### src/rtl/spf_pkg.sv
package spf_pkg;
  typedef enum logic {
    PF_STRIDE = 1'b0,
    PF_NEXTN  = 1'b1
  } pf_mode_e;
endpackage

### src/rtl/spf_history.sv
module spf_history #(
  parameter int AW = 16
) (
  input  logic          clk,
  input  logic          rst,
  input  logic          dem_valid,
  input  logic [AW-1:0] dem_addr,
  output logic          cand_valid,
  output logic [AW-1:0] cand_addr
);
  logic [AW-1:0] h_new, h_old;
  logic [1:0]    depth;
  logic [AW-1:0] step_now, step_prev;

  assign step_now   = dem_addr - h_new;
  assign step_prev  = h_new - h_old;
  assign cand_valid = dem_valid && (depth == 2'd2) &&
                      (step_now == step_prev) && (step_now != '0);
  assign cand_addr  = dem_addr + step_now;

  always_ff @(posedge clk) begin
    if (rst) begin
      h_new <= '0;
      h_old <= '0;
      depth <= '0;
    end else if (dem_valid) begin
      h_old <= h_new;
      h_new <= dem_addr;
      if (depth != 2'd2) depth <= depth + 2'd1;
    end
  end
endmodule

### src/rtl/spf_track_table.sv
module spf_track_table #(
  parameter int AW    = 16,
  parameter int DEPTH = 8,
  parameter int FW    = $clog2(DEPTH + 1)
) (
  input  logic          clk,
  input  logic          rst,
  input  logic [AW-1:0] probe_addr,
  output logic          probe_hit,
  input  logic          dem_valid,
  input  logic [AW-1:0] dem_addr,
  output logic          dem_hit,
  output logic          dem_fresh,
  input  logic          ins_valid,
  input  logic [AW-1:0] ins_addr,
  input  logic          cpl_valid,
  input  logic [AW-1:0] cpl_addr,
  output logic [FW-1:0] free_cnt
);
  logic [DEPTH-1:0]         vld, used;
  logic [DEPTH-1:0][AW-1:0] tag;
  logic [DEPTH-1:0]         probe_m, dem_m, cpl_m, ins_sel;

  for (genvar i = 0; i < DEPTH; i++) begin : g_match
    assign probe_m[i] = vld[i] && (tag[i] == probe_addr);
    assign dem_m[i]   = vld[i] && (tag[i] == dem_addr);
    assign cpl_m[i]   = vld[i] && (tag[i] == cpl_addr);
  end

  always_comb begin
    logic taken;
    taken   = 1'b0;
    ins_sel = '0;
    for (int i = 0; i < DEPTH; i++) begin
      if (!vld[i] && !taken) begin
        ins_sel[i] = 1'b1;
        taken      = 1'b1;
      end
    end
  end

  assign probe_hit = |probe_m;
  assign dem_hit   = |dem_m;
  assign dem_fresh = |(dem_m & ~used);
  assign free_cnt  = FW'($countones(~vld));

  always_ff @(posedge clk) begin
    for (int i = 0; i < DEPTH; i++) begin
      if (ins_valid && ins_sel[i]) tag[i] <= ins_addr;
    end
  end

  always_ff @(posedge clk) begin
    if (rst) begin
      vld  <= '0;
      used <= '0;
    end else begin
      for (int i = 0; i < DEPTH; i++) begin
        if (ins_valid && ins_sel[i]) begin
          vld[i]  <= 1'b1;
          used[i] <= 1'b0;
        end else if (cpl_valid && cpl_m[i]) begin
          vld[i]  <= 1'b0;
        end else if (dem_valid && dem_m[i]) begin
          used[i] <= 1'b1;
        end
      end
    end
  end
endmodule

### src/rtl/spf_stats.sv
module spf_stats #(
  parameter int CW     = 16,
  parameter int WARMUP = 6
) (
  input  logic          clk,
  input  logic          rst,
  input  logic          dem_valid,
  input  logic          dem_hit,
  input  logic          dem_fresh,
  output logic [CW-1:0] total_cnt,
  output logic [CW-1:0] covered_cnt,
  output logic [CW-1:0] useful_cnt
);
  localparam int SW = $clog2(WARMUP + 1);
  logic [SW-1:0] seen;
  logic          trained;

  assign trained = (seen == SW'(WARMUP));

  always_ff @(posedge clk) begin
    if (rst) begin
      seen        <= '0;
      total_cnt   <= '0;
      covered_cnt <= '0;
      useful_cnt  <= '0;
    end else if (dem_valid) begin
      if (!trained) begin
        seen <= seen + SW'(1);
      end else begin
        total_cnt <= total_cnt + CW'(1);
        if (dem_hit)   covered_cnt <= covered_cnt + CW'(1);
        if (dem_fresh) useful_cnt  <= useful_cnt + CW'(1);
      end
    end
  end
endmodule

### src/rtl/stride_prefetcher.sv
module stride_prefetcher #(
  parameter int AW        = 16,
  parameter int TAB_DEPTH = 8,
  parameter int NEXT_N    = 3,
  parameter int CW        = 16,
  parameter int WARMUP    = 6
) (
  input  logic          clk,
  input  logic          rst,
  input  logic          nextn_mode,
  input  logic          dem_valid,
  input  logic [AW-1:0] dem_addr,
  input  logic          cpl_valid,
  input  logic [AW-1:0] cpl_addr,
  output logic          pf_valid,
  output logic [AW-1:0] pf_addr,
  input  logic          pf_ready,
  output logic [CW-1:0] total_cnt,
  output logic [CW-1:0] covered_cnt,
  output logic [CW-1:0] useful_cnt
);
  import spf_pkg::*;

  localparam int FW = $clog2(TAB_DEPTH + 1);
  localparam int KW = $clog2(NEXT_N + 1);

  pf_mode_e      mode;
  logic          cand_valid;
  logic [AW-1:0] cand_addr;
  logic          probe_hit, dem_hit, dem_fresh;
  logic [FW-1:0] free_cnt;
  logic          issue, slot_free, room, step;
  logic          sel_valid, dup, go;
  logic [AW-1:0] sel_addr;
  logic          bst_act;
  logic [AW-1:0] bst_base;
  logic [KW-1:0] bst_k;

  assign mode      = pf_mode_e'(nextn_mode);
  assign issue     = pf_valid && pf_ready;
  assign slot_free = !pf_valid || pf_ready;
  assign room      = free_cnt > FW'(issue);
  assign step      = !dem_valid && (mode == PF_NEXTN) && bst_act && slot_free;

  spf_history #(.AW(AW)) u_hist (
    .clk(clk), .rst(rst), .dem_valid(dem_valid), .dem_addr(dem_addr),
    .cand_valid(cand_valid), .cand_addr(cand_addr)
  );

  always_comb begin
    sel_valid = 1'b0;
    sel_addr  = cand_addr;
    if (dem_valid && mode == PF_STRIDE) begin
      sel_valid = cand_valid;
    end else if (step) begin
      sel_valid = 1'b1;
      sel_addr  = bst_base + AW'(bst_k);
    end
  end

  assign dup = probe_hit || (pf_valid && pf_addr == sel_addr);
  assign go  = sel_valid && !dup && room;

  spf_track_table #(.AW(AW), .DEPTH(TAB_DEPTH), .FW(FW)) u_tab (
    .clk(clk), .rst(rst),
    .probe_addr(sel_addr), .probe_hit(probe_hit),
    .dem_valid(dem_valid), .dem_addr(dem_addr),
    .dem_hit(dem_hit), .dem_fresh(dem_fresh),
    .ins_valid(issue), .ins_addr(pf_addr),
    .cpl_valid(cpl_valid), .cpl_addr(cpl_addr),
    .free_cnt(free_cnt)
  );

  spf_stats #(.CW(CW), .WARMUP(WARMUP)) u_stats (
    .clk(clk), .rst(rst), .dem_valid(dem_valid),
    .dem_hit(dem_hit), .dem_fresh(dem_fresh),
    .total_cnt(total_cnt), .covered_cnt(covered_cnt), .useful_cnt(useful_cnt)
  );

  // Output register: a held prefetch survives a demand only if that
  // demand proposes the very same block again.
  always_ff @(posedge clk) begin
    if (rst) begin
      pf_valid <= 1'b0;
      pf_addr  <= '0;
    end else if (go) begin
      pf_valid <= 1'b1;
      pf_addr  <= sel_addr;
    end else if (issue) begin
      pf_valid <= 1'b0;
    end else if (dem_valid) begin
      pf_valid <= pf_valid && sel_valid && (pf_addr == sel_addr);
    end
  end

  always_ff @(posedge clk) begin
    if (rst) begin
      bst_act  <= 1'b0;
      bst_base <= '0;
      bst_k    <= '0;
    end else if (dem_valid) begin
      bst_act  <= (mode == PF_NEXTN);
      bst_base <= dem_addr;
      bst_k    <= KW'(1);
    end else if (step) begin
      if (bst_k == KW'(NEXT_N)) bst_act <= 1'b0;
      else                      bst_k   <= bst_k + KW'(1);
    end else if (mode != PF_NEXTN) begin
      bst_act <= 1'b0;
    end
  end
endmodule

### config.mk
export PLATFORM = sky130hd
export DESIGN_NAME = stride_prefetcher
export DESIGN_NICKNAME = d
export VERILOG_FILES = /design/src/rtl/spf_pkg.sv /design/src/rtl/spf_history.sv /design/src/rtl/spf_track_table.sv /design/src/rtl/spf_stats.sv /design/src/rtl/stride_prefetcher.sv
export SDC_FILE = /design/constraint.sdc
export NUM_CORES = 1
export LEC_CHECK = 0
export BUFFER_PORTS_ARGS = -buffer_cell sky130_fd_sc_hd__buf_2
export CORE_AREA = 3 3 160 193
export CTS_CLUSTER_DIAMETER = 40
export DETAILED_ROUTE_END_ITERATION = 6
export DIE_AREA = 0 0 163 196
export PLACE_DENSITY = 0.82
export SYNTH_ARGS = -nofsm -noshare
export SYNTH_HDL_FRONTEND = slang
export SYNTH_SLANG_ARGS = --single-unit
### constraint.sdc
create_clock -name clk -period 8.45 [get_ports clk]
set_input_delay 0.4225 -clock clk [delete_from_list [all_inputs] [get_ports clk]]
set_output_delay 0.4225 -clock clk [all_outputs]
set_load 0.005 [all_outputs]
==> metrics, run 1 <==
result of the run finished, final reports clean; setup TNS 0 ps; Primary FF master, synth sky130_fd_sc_hd__edfxtp_1; Chip Width 163 um; placement row count 68; proportion of layout cells with a drive suffix above 1 0.1138; share of flip-flops with an asynchronous set or reset 0; Pre-antenna DRT Iters 7; final std cell area, no fill 20,500 um2; Worst Tran Pin Value 1202 ps; leakage power total 0.007356 uW; count of pins on the block boundary 103; category of the worst setup path capture point flop; total number of vias 16,650; number of standard cells in the layout, taps in and fillers out 2,468; number of buffers added to fix hold violations after cts 0; routed wire length 67,630 um; highest achievable clock rate 141.4 MHz; Avg Cell Area, Syn 9.234 um2; antenna violations before repair 1; vias in the first global route 16,400; Slew Limit Fails 0; die outline area 31,950 um2; VDD IR-drop max 200.5 uV; worst hold-check path type in2reg; post-route minimum period 7071 ps; Final Core Density 0.7086; overall die height 196 um; Worst Skew 29.31 ps; M1 GR Usage 0.4926; maximum clock path buffer count 3; final clock period utilization by the worst path 0.8369; Worst-Skew Late Latency 560 ps; GR Util All Layers 0.4181; post-DP HPWL 49,950 um; clock share of power 0.377; number of buffers added by the clock tree synthesis step 37; Setup Fix Bufs, Post-CTS 0; most common cell in the netlist sky130_fd_sc_hd__xnor2_1; sequential share of power 0.308; post-synthesis net count 2,112; Synth Instances 2,001; placed cell count 2,399; count of cells resized by post-cts repair 0; RSZ-0062 raised after global routing false; Hold Violations, Final 0; top cell type by total area after synthesis sky130_fd_sc_hd__edfxtp_1; area share of the leading cell type in the synthesized netlist 0.2080; sequential-to-total area share from yosys stat 0.3391; synthesis-to-finish area growth 10.94%; number of nets with antenna violations after routing 0; power density over cell area 206.5 nW/um2; post-synth design cell area 18,480 um2; average wire per standard cell 27.40 um; count of flip-flops with a built-in enable after synthesis 128; post-CTS clock slew at the launch and capture registers of the worst setup and hold paths 60 ps; met3 usage 0.09630; Crit path required time 8880 ps; Yosys cell types 95; type of the worst setup path reg2reg; core area 28,930 um2; number of synthesized register bits 249; maximum number of pins on one net before global-route repair 83; wire length of the first global-routing pass 100,300 um; Setup crit start kind flop; met2 routing resource usage after global routing 0.6527; number of sinks handled by clock tree synthesis 249; number of warnings printed during yosys synthesis 0; CTS tree yes; fin nets 2,164; WP data arrival 7500 ps; detail-routed via count per cell 6.746; number of design rule violations left after detail routing 0; combinational power share 0.315; Sw Share 0.3540; final weighted congestion of routability-driven global placement 1.059; drt initial violations 1,831; CP Max Fanout 15; reg-to-reg slack, setup 1380 ps; cell chosen for the clock root sky130_fd_sc_hd__clkbuf_16; worst slew margin relative to its limit 0.1913; Max-Cap Viols 0; Post-DP Area 19,200 um2; total gr overflow 0; PortBufs 102; total net switching power 1499 uW; htree depth 2; Synth area leaders sky130_fd_sc_hd__edfxtp_1, sky130_fd_sc_hd__xnor2_1, sky130_fd_sc_hd__dfxtp_1; GRT Max-Usage Layer met2; final-report setup violation count 0; starting density of the core 0.6387; internal power 2735 uW; commonest cells in the synthesized netlist sky130_fd_sc_hd__xnor2_1, sky130_fd_sc_hd__xor2_1, sky130_fd_sc_hd__nor2_1, sky130_fd_sc_hd__edfxtp_1, sky130_fd_sc_hd__dfxtp_1
## power groups by stage
| stage | Clock (uW) | Combinational [uW] | Sequential [uW] |
|---|---|---|---|
| 6_report | 1600 | 1330 | 1300 |
| 5_1_grt | 1660 | 1420 | 1300 |
| 4_1_cts | 1610 | 1280 | 1300 |
| 3_5_place_dp | 0 | 1270 | 1330 |
| 3_3_place_gp | 0 | 1250 | 1330 |
| 2_1_floorplan | 0 | 956 | 1320 |
## critical path, stage by stage (launching register included)
cell                        delay, ps
sky130_fd_sc_hd__dfxtp_1          690
sky130_fd_sc_hd__inv_1            200
sky130_fd_sc_hd__ha_1             370
sky130_fd_sc_hd__o21a_1           240
sky130_fd_sc_hd__o21a_1           190
sky130_fd_sc_hd__o21a_1           110
sky130_fd_sc_hd__or4_1            400
sky130_fd_sc_hd__o311a_1          190
sky130_fd_sc_hd__inv_1            100
sky130_fd_sc_hd__ha_1             310
sky130_fd_sc_hd__o21a_1           200
sky130_fd_sc_hd__a21oi_1          320
sky130_fd_sc_hd__a21bo_2          280
sky130_fd_sc_hd__a311oi_1         460
sky130_fd_sc_hd__nand2_1          100
sky130_fd_sc_hd__mux2i_1          680
sky130_fd_sc_hd__a21o_1           230
sky130_fd_sc_hd__xor2_1            90
sky130_fd_sc_hd__a221oi_2         310
sky130_fd_sc_hd__o2111ai_2        250
sky130_fd_sc_hd__nor3_4           820
sky130_fd_sc_hd__mux2_1           400
## cells in the final DEF, fill, tap and decap left out, drive strengths merged, types with 8 or more instances in the layout
cell type	synthesis	layout
or2	8	8
edfxtp	128	128
nand3	55	55
mux2i	49	49
ha	65	65
a2111oi	8	8
clkbuf	76	41
a211oi	18	18
nor2	151	151
inv	77	86
or3	20	20
buf	36	125
mux2	11	11
nor4	46	46
o21ai	62	62
nor2b	22	22
a21o	16	16
xor2	171	171
xnor2	294	294
a31oi	23	23
and3	22	22
nor3	39	39
dfxtp	121	121
nand4	78	78
or4	19	19
fa	8	8
a21oi	86	86
o21a	12	12
and4	12	12
o2111ai	12	12
o211ai	13	13
nand2b	12	12
clkinv	0	14
a221oi	8	8
nand2	99	99
o31ai	9	9
and2	8	8
## per-layer routing
metal | vias up | wire, um
met4 | 0 | 6855
met3 | 401 | 6581
met2 | 1073 | 30110
met1 | 7870 | 24080
li1 | 7304 | -
met5 | - | 0
## final timing paths
kind / to / depth (start not counted) / start
worst max-delay path: pf_addr[13] / 21 / u_hist.h_new[5]
worst min-delay path: bst_act / 2 / nextn_mode
worst max register to register: pf_addr[13] / 21 / u_hist.h_new[5]
worst min register to register: u_stats.total_cnt[7] / 2 / u_stats.total_cnt[7]
## stage by stage
step | power (uW) | hold slack, ps | worst slack, ps
after global routing | 4383 | 207.7 | 913.4
after detailed placement | 2601 | 479.2 | 1362
after global placement | 2573 | 465.1 | 1565
after floorplan | 2273 | 460.4 | 2531
after CTS | 4190 | 191.8 | 1522
final | 4234 | 204.4 | 1379
## flip-flops by register name, summed over array words and instances (netlist names)
signal,count
u_tab.tag,128
u_hist.h_new,16
bst_act,1
u_stats.seen,3
u_hist.h_old,16
pf_valid,1
u_tab.vld,8
u_stats.covered_cnt,16
u_hist.depth,2
u_stats.total_cnt,16
u_stats.useful_cnt,16
bst_k,2
u_tab.used,8
pf_addr,16
## final cells by class
| type | count | area [um2] |
|---|---|---|
| antenna | 1 | 2.502 |
| clock buffer | 41 | 983.4 |
| clock inverter | 27 | 311.5 |
| fill | 2247 | 8429 |
| inverter | 77 | 289.0 |
| multi-input combinational | 1563 | 11480 |
| sequential | 249 | 6266 |
| tap | 385 | 481.7 |
| timing repair buffer | 125 | 685.7 |
## logic make-up (layout without fill, tap and decap cells)
family	Yosys count	after routing	share of synthesized area
DFF	249	249	0.3391
muxes	60	60	0.03345
xor gates and xnor gates	469	469	0.2264
AOI/OAI and AO/OA	338	338	0.1262
buffers and inverters	189	270	0.04070
and+or+nand+nor	623	623	0.1815
adders and majority gates	73	73	0.05268
other	0	1	0
Power figures use the tool's default switching activity.
==> run 2: changes to the inputs <==
Settings changed: ABC_AREA set to 1, CORE_AREA 3 3 160 193 to 3 3 164 198, DIE_AREA 0 0 163 196 to 0 0 167 201, PLACE_DENSITY 0.82 to 0.81.
Clock period 8.45 ns to 7 ns, I/O delays scaled along.
==> metrics, run 2 <==
WP data arrival 6400 ps (-1100 ps); Worst-Skew Late Latency 550 ps (about the same); Worst Skew 20.72 ps (-8.590 ps); Worst path depth 25 (+19%); average wire per standard cell 23.22 um (-15%); CTS tree yes; GR Util All Layers 0.4388 (+0.02071); category of the worst setup path capture point flop; number of buffers added to fix hold violations after cts 0 (unchanged); Synth area leaders sky130_fd_sc_hd__edfxtp_1, sky130_fd_sc_hd__nand2_1, sky130_fd_sc_hd__dfxtp_1; proportion of layout cells with a drive suffix above 1 0.09886 (-0.01498); sequential-to-total area share from yosys stat 0.3260 (-0.01311); core area 30,570 um2 (+5.7%); number of antenna diodes 0 (-1); post-synthesis net count 2,879 (+36%); CP max stage cell sky130_fd_sc_hd__nand3_2; setup TNS 0 ps (unchanged); vias in the first global route 19,790 (+21%); drt initial violations 2,898 (+58%); Critical Path Source u_hist.h_new[3]; wire length of the first global-routing pass 115,200 um (+15%); worst slew margin relative to its limit 0.2651 (+0.07379); number of design rule violations left after detail routing 0 (unchanged); post-route minimum period 5920 ps (-1151 ps); final setup slack of the worst path 1080 ps (-299.0 ps); top register by number of flip-flops u_tab.tag; final-report setup violation count 0 (unchanged); Crit path required time 7480 ps (-1400 ps); PortBufs 102 (unchanged); VDD IR-drop max 242.4 uV (+21%); commonest cells in the synthesized netlist sky130_fd_sc_hd__nand2_1, sky130_fd_sc_hd__inv_1, sky130_fd_sc_hd__nor2_1, sky130_fd_sc_hd__nand3_1, sky130_fd_sc_hd__a21oi_1; most common cell in the netlist sky130_fd_sc_hd__nand2_1; maximum number of pins on one net before global-route repair 69 (-17%); area used by sequential logic in the layout 6266 um2 (unchanged); result of the run finished, final reports clean; share of flip-flops with an asynchronous set or reset 0 (unchanged); terminus of the critical flop-to-flop path pf_addr[14]; Yosys cell types 57 (-40%); count of cells resized by post-cts repair 0 (unchanged); source of the worst register-to-register timing path u_hist.h_new[3]; most common library cell in the layout ignoring fill and taps sky130_fd_sc_hd__nand2_1; number of nets with antenna violations after routing 0 (unchanged); maximum clock path buffer count 3 (unchanged); multi-input logic area 11,180 um2 (-2.6%); detail-routed via count per cell 6.402 (-5.1%); number of warnings printed during yosys synthesis 0 (unchanged); top cell type by total area after synthesis sky130_fd_sc_hd__edfxtp_1; total gr overflow 0 (unchanged); final-layout fill cell count 2,526 (+12%); Avg Cell Area, Syn 6.944 um2 (-25%); Setup Fix Bufs, Post-CTS 0 (unchanged); RSZ-0062 raised after global routing false; number of synthesized register bits 249 (unchanged); cell chosen for the clock root sky130_fd_sc_hd__clkbuf_16; starting density of the core 0.6288 (-0.009935); area share of the leading cell type in the synthesized netlist 0.2000 (-0.008044); Worst Tran Pin Value 1101 ps (-100.8 ps); leakage power total 0.009629 uW (+31%); htree depth 2 (unchanged); post-DP HPWL 56,800 um (+14%); worst hold-check path type in2reg; reg-to-reg slack, setup 1080 ps (-300 ps); total number of vias 20,990 (+26%); die outline area 33,570 um2 (+5.1%); count of flip-flops with a built-in enable after synthesis 128 (unchanged); worst slack at placement 1020 ps (-341.8 ps); Setup crit start kind flop; CP Max Fanout 29 (+14); CP delay by family, top simple AND/OR/NAND/NOR gates; type of the worst setup path reg2reg; highest achievable clock rate 168.9 MHz (+19%); Primary FF master, synth sky130_fd_sc_hd__edfxtp_1; Max-Cap Viols 0 (unchanged); number of buffers added by the clock tree synthesis step 40 (+8.1%); routed wire length 76,150 um (+13%); commonest cells after routing, fill and taps aside sky130_fd_sc_hd__nand2_1, sky130_fd_sc_hd__inv_1, sky130_fd_sc_hd__nor2_1; flip-flop count of the largest register, all copies and words added 128 (unchanged); capturing element of the worst setup path pf_addr[14]; final clock period utilization by the worst path 0.8458 (+0.008917); worst path buffer plus inverter count 3 (+1); CP dominant cell by count sky130_fd_sc_hd__nand2_1; depth of the worst register-to-register path 25 (+19%); overall die height 201 um (+2.6%); final weighted congestion of routability-driven global placement 1.175 (+11%); power density over cell area 246.7 nW/um2 (+19%); placement row count 70 (+2.9%); synthesis-to-finish area growth 11.26%; Hold Violations, Final 0 (unchanged); count of pins on the block boundary 103 (unchanged); Chip Width 167 um (+2.5%); Synth Instances 2,768 (+38%); number of sinks handled by clock tree synthesis 249 (unchanged); antenna violations before repair 2 (+1); Pre-antenna DRT Iters 6 (-1); Slew Limit Fails 0 (unchanged); post-CTS clock slew at the launch and capture registers of the worst setup and hold paths 60 ps (about the same); maximum single-stage delay on the critical path 700 ps (-120 ps); fin nets 2,962 (+37%); post-synth design cell area 19,220 um2 (+4.0%)
[run 2: cell types whose count changed after synthesis, sizes merged, moves of 21 or more]
cell and delta:
inv +302, nand2 +615, clkbuf -35, and3 -21, o22ai +36, mux2i -49, a21oi +63, xnor2 -237
xor2 -47, nor2b -22, nand3 +115, o21ai +35, nor3 +31, nor2 +140
[run 2: cell families after synthesis]
kind of cell | share of synthesized area
AOI/OAI and AO/OA | 0.1086
xor gates and xnor gates | 0.08326
adders and majority gates | 0.05065
buffers and inverters | 0.09355
DFF | 0.3260
and+or+nand+nor | 0.3379
[run 2: metal layers]
layer  wire length [um]  track usage
met4               5143       0.2378
met2              33310       0.6843
met5                 17            0
met1              27720       0.5601
met3               9953       0.1097
[run 2: area by class of cell]
| cell class | instances | area share |
|---|---|---|
| well taps | 396 | 0.02317 |
| clock buffers | 41 | 0.04798 |
| flip-flops and latches | 249 | 0.2930 |
| inverters | 384 | 0.06741 |
| multi-input cells | 2061 | 0.5229 |
| clock inverters | 33 | 0.01709 |
| repair buffers | 115 | 0.02844 |
[run 2: stage by stage]
| stage | std cells | util | hold WS, ps | power (uW) | area (um2) |
|---|---|---|---|---|---|
| after global routing | 3279 | 0.6996 | 151.3 | 5473 | 21380 |
| final | 3279 | 0.6996 | 128.7 | 5275 | 21380 |
| after global placement | 3205 | 0.6540 | 446.5 | 3123 | 19990 |
| after detailed placement | 3205 | 0.6540 | 478.3 | 3154 | 19990 |
| after CTS | 3279 | 0.6996 | 121.3 | 5215 | 21380 |
| after floorplan | 2768 | - | 449.6 | 2719 | 19220 |
[run 2: tightest hold or removal path: stages]
cell	delay (ps)
sky130_fd_sc_hd__buf_2	120
sky130_fd_sc_hd__inv_1	90
sky130_fd_sc_hd__nor3_1	70
[run 2: worst min-delay path by stage]
stage	cells past startpoint	end	slack [ps]	from
6_report	3	bst_act	130	nextn_mode
4_1_cts	3	bst_act	120	nextn_mode
2_1_floorplan	2	u_hist.depth[0]	450	u_hist.depth[0]
5_1_grt	3	bst_act	150	nextn_mode
3_5_place_dp	2	u_hist.depth[0]	480	u_hist.depth[0]
3_3_place_gp	2	u_stats.total_cnt[15]	450	u_stats.total_cnt[15]
[run 2: power breakdown]
part / internal, uW / switching, uW
clock network: 1250 / 826
registers: 1570 / 60.0
logic: 456 / 1110
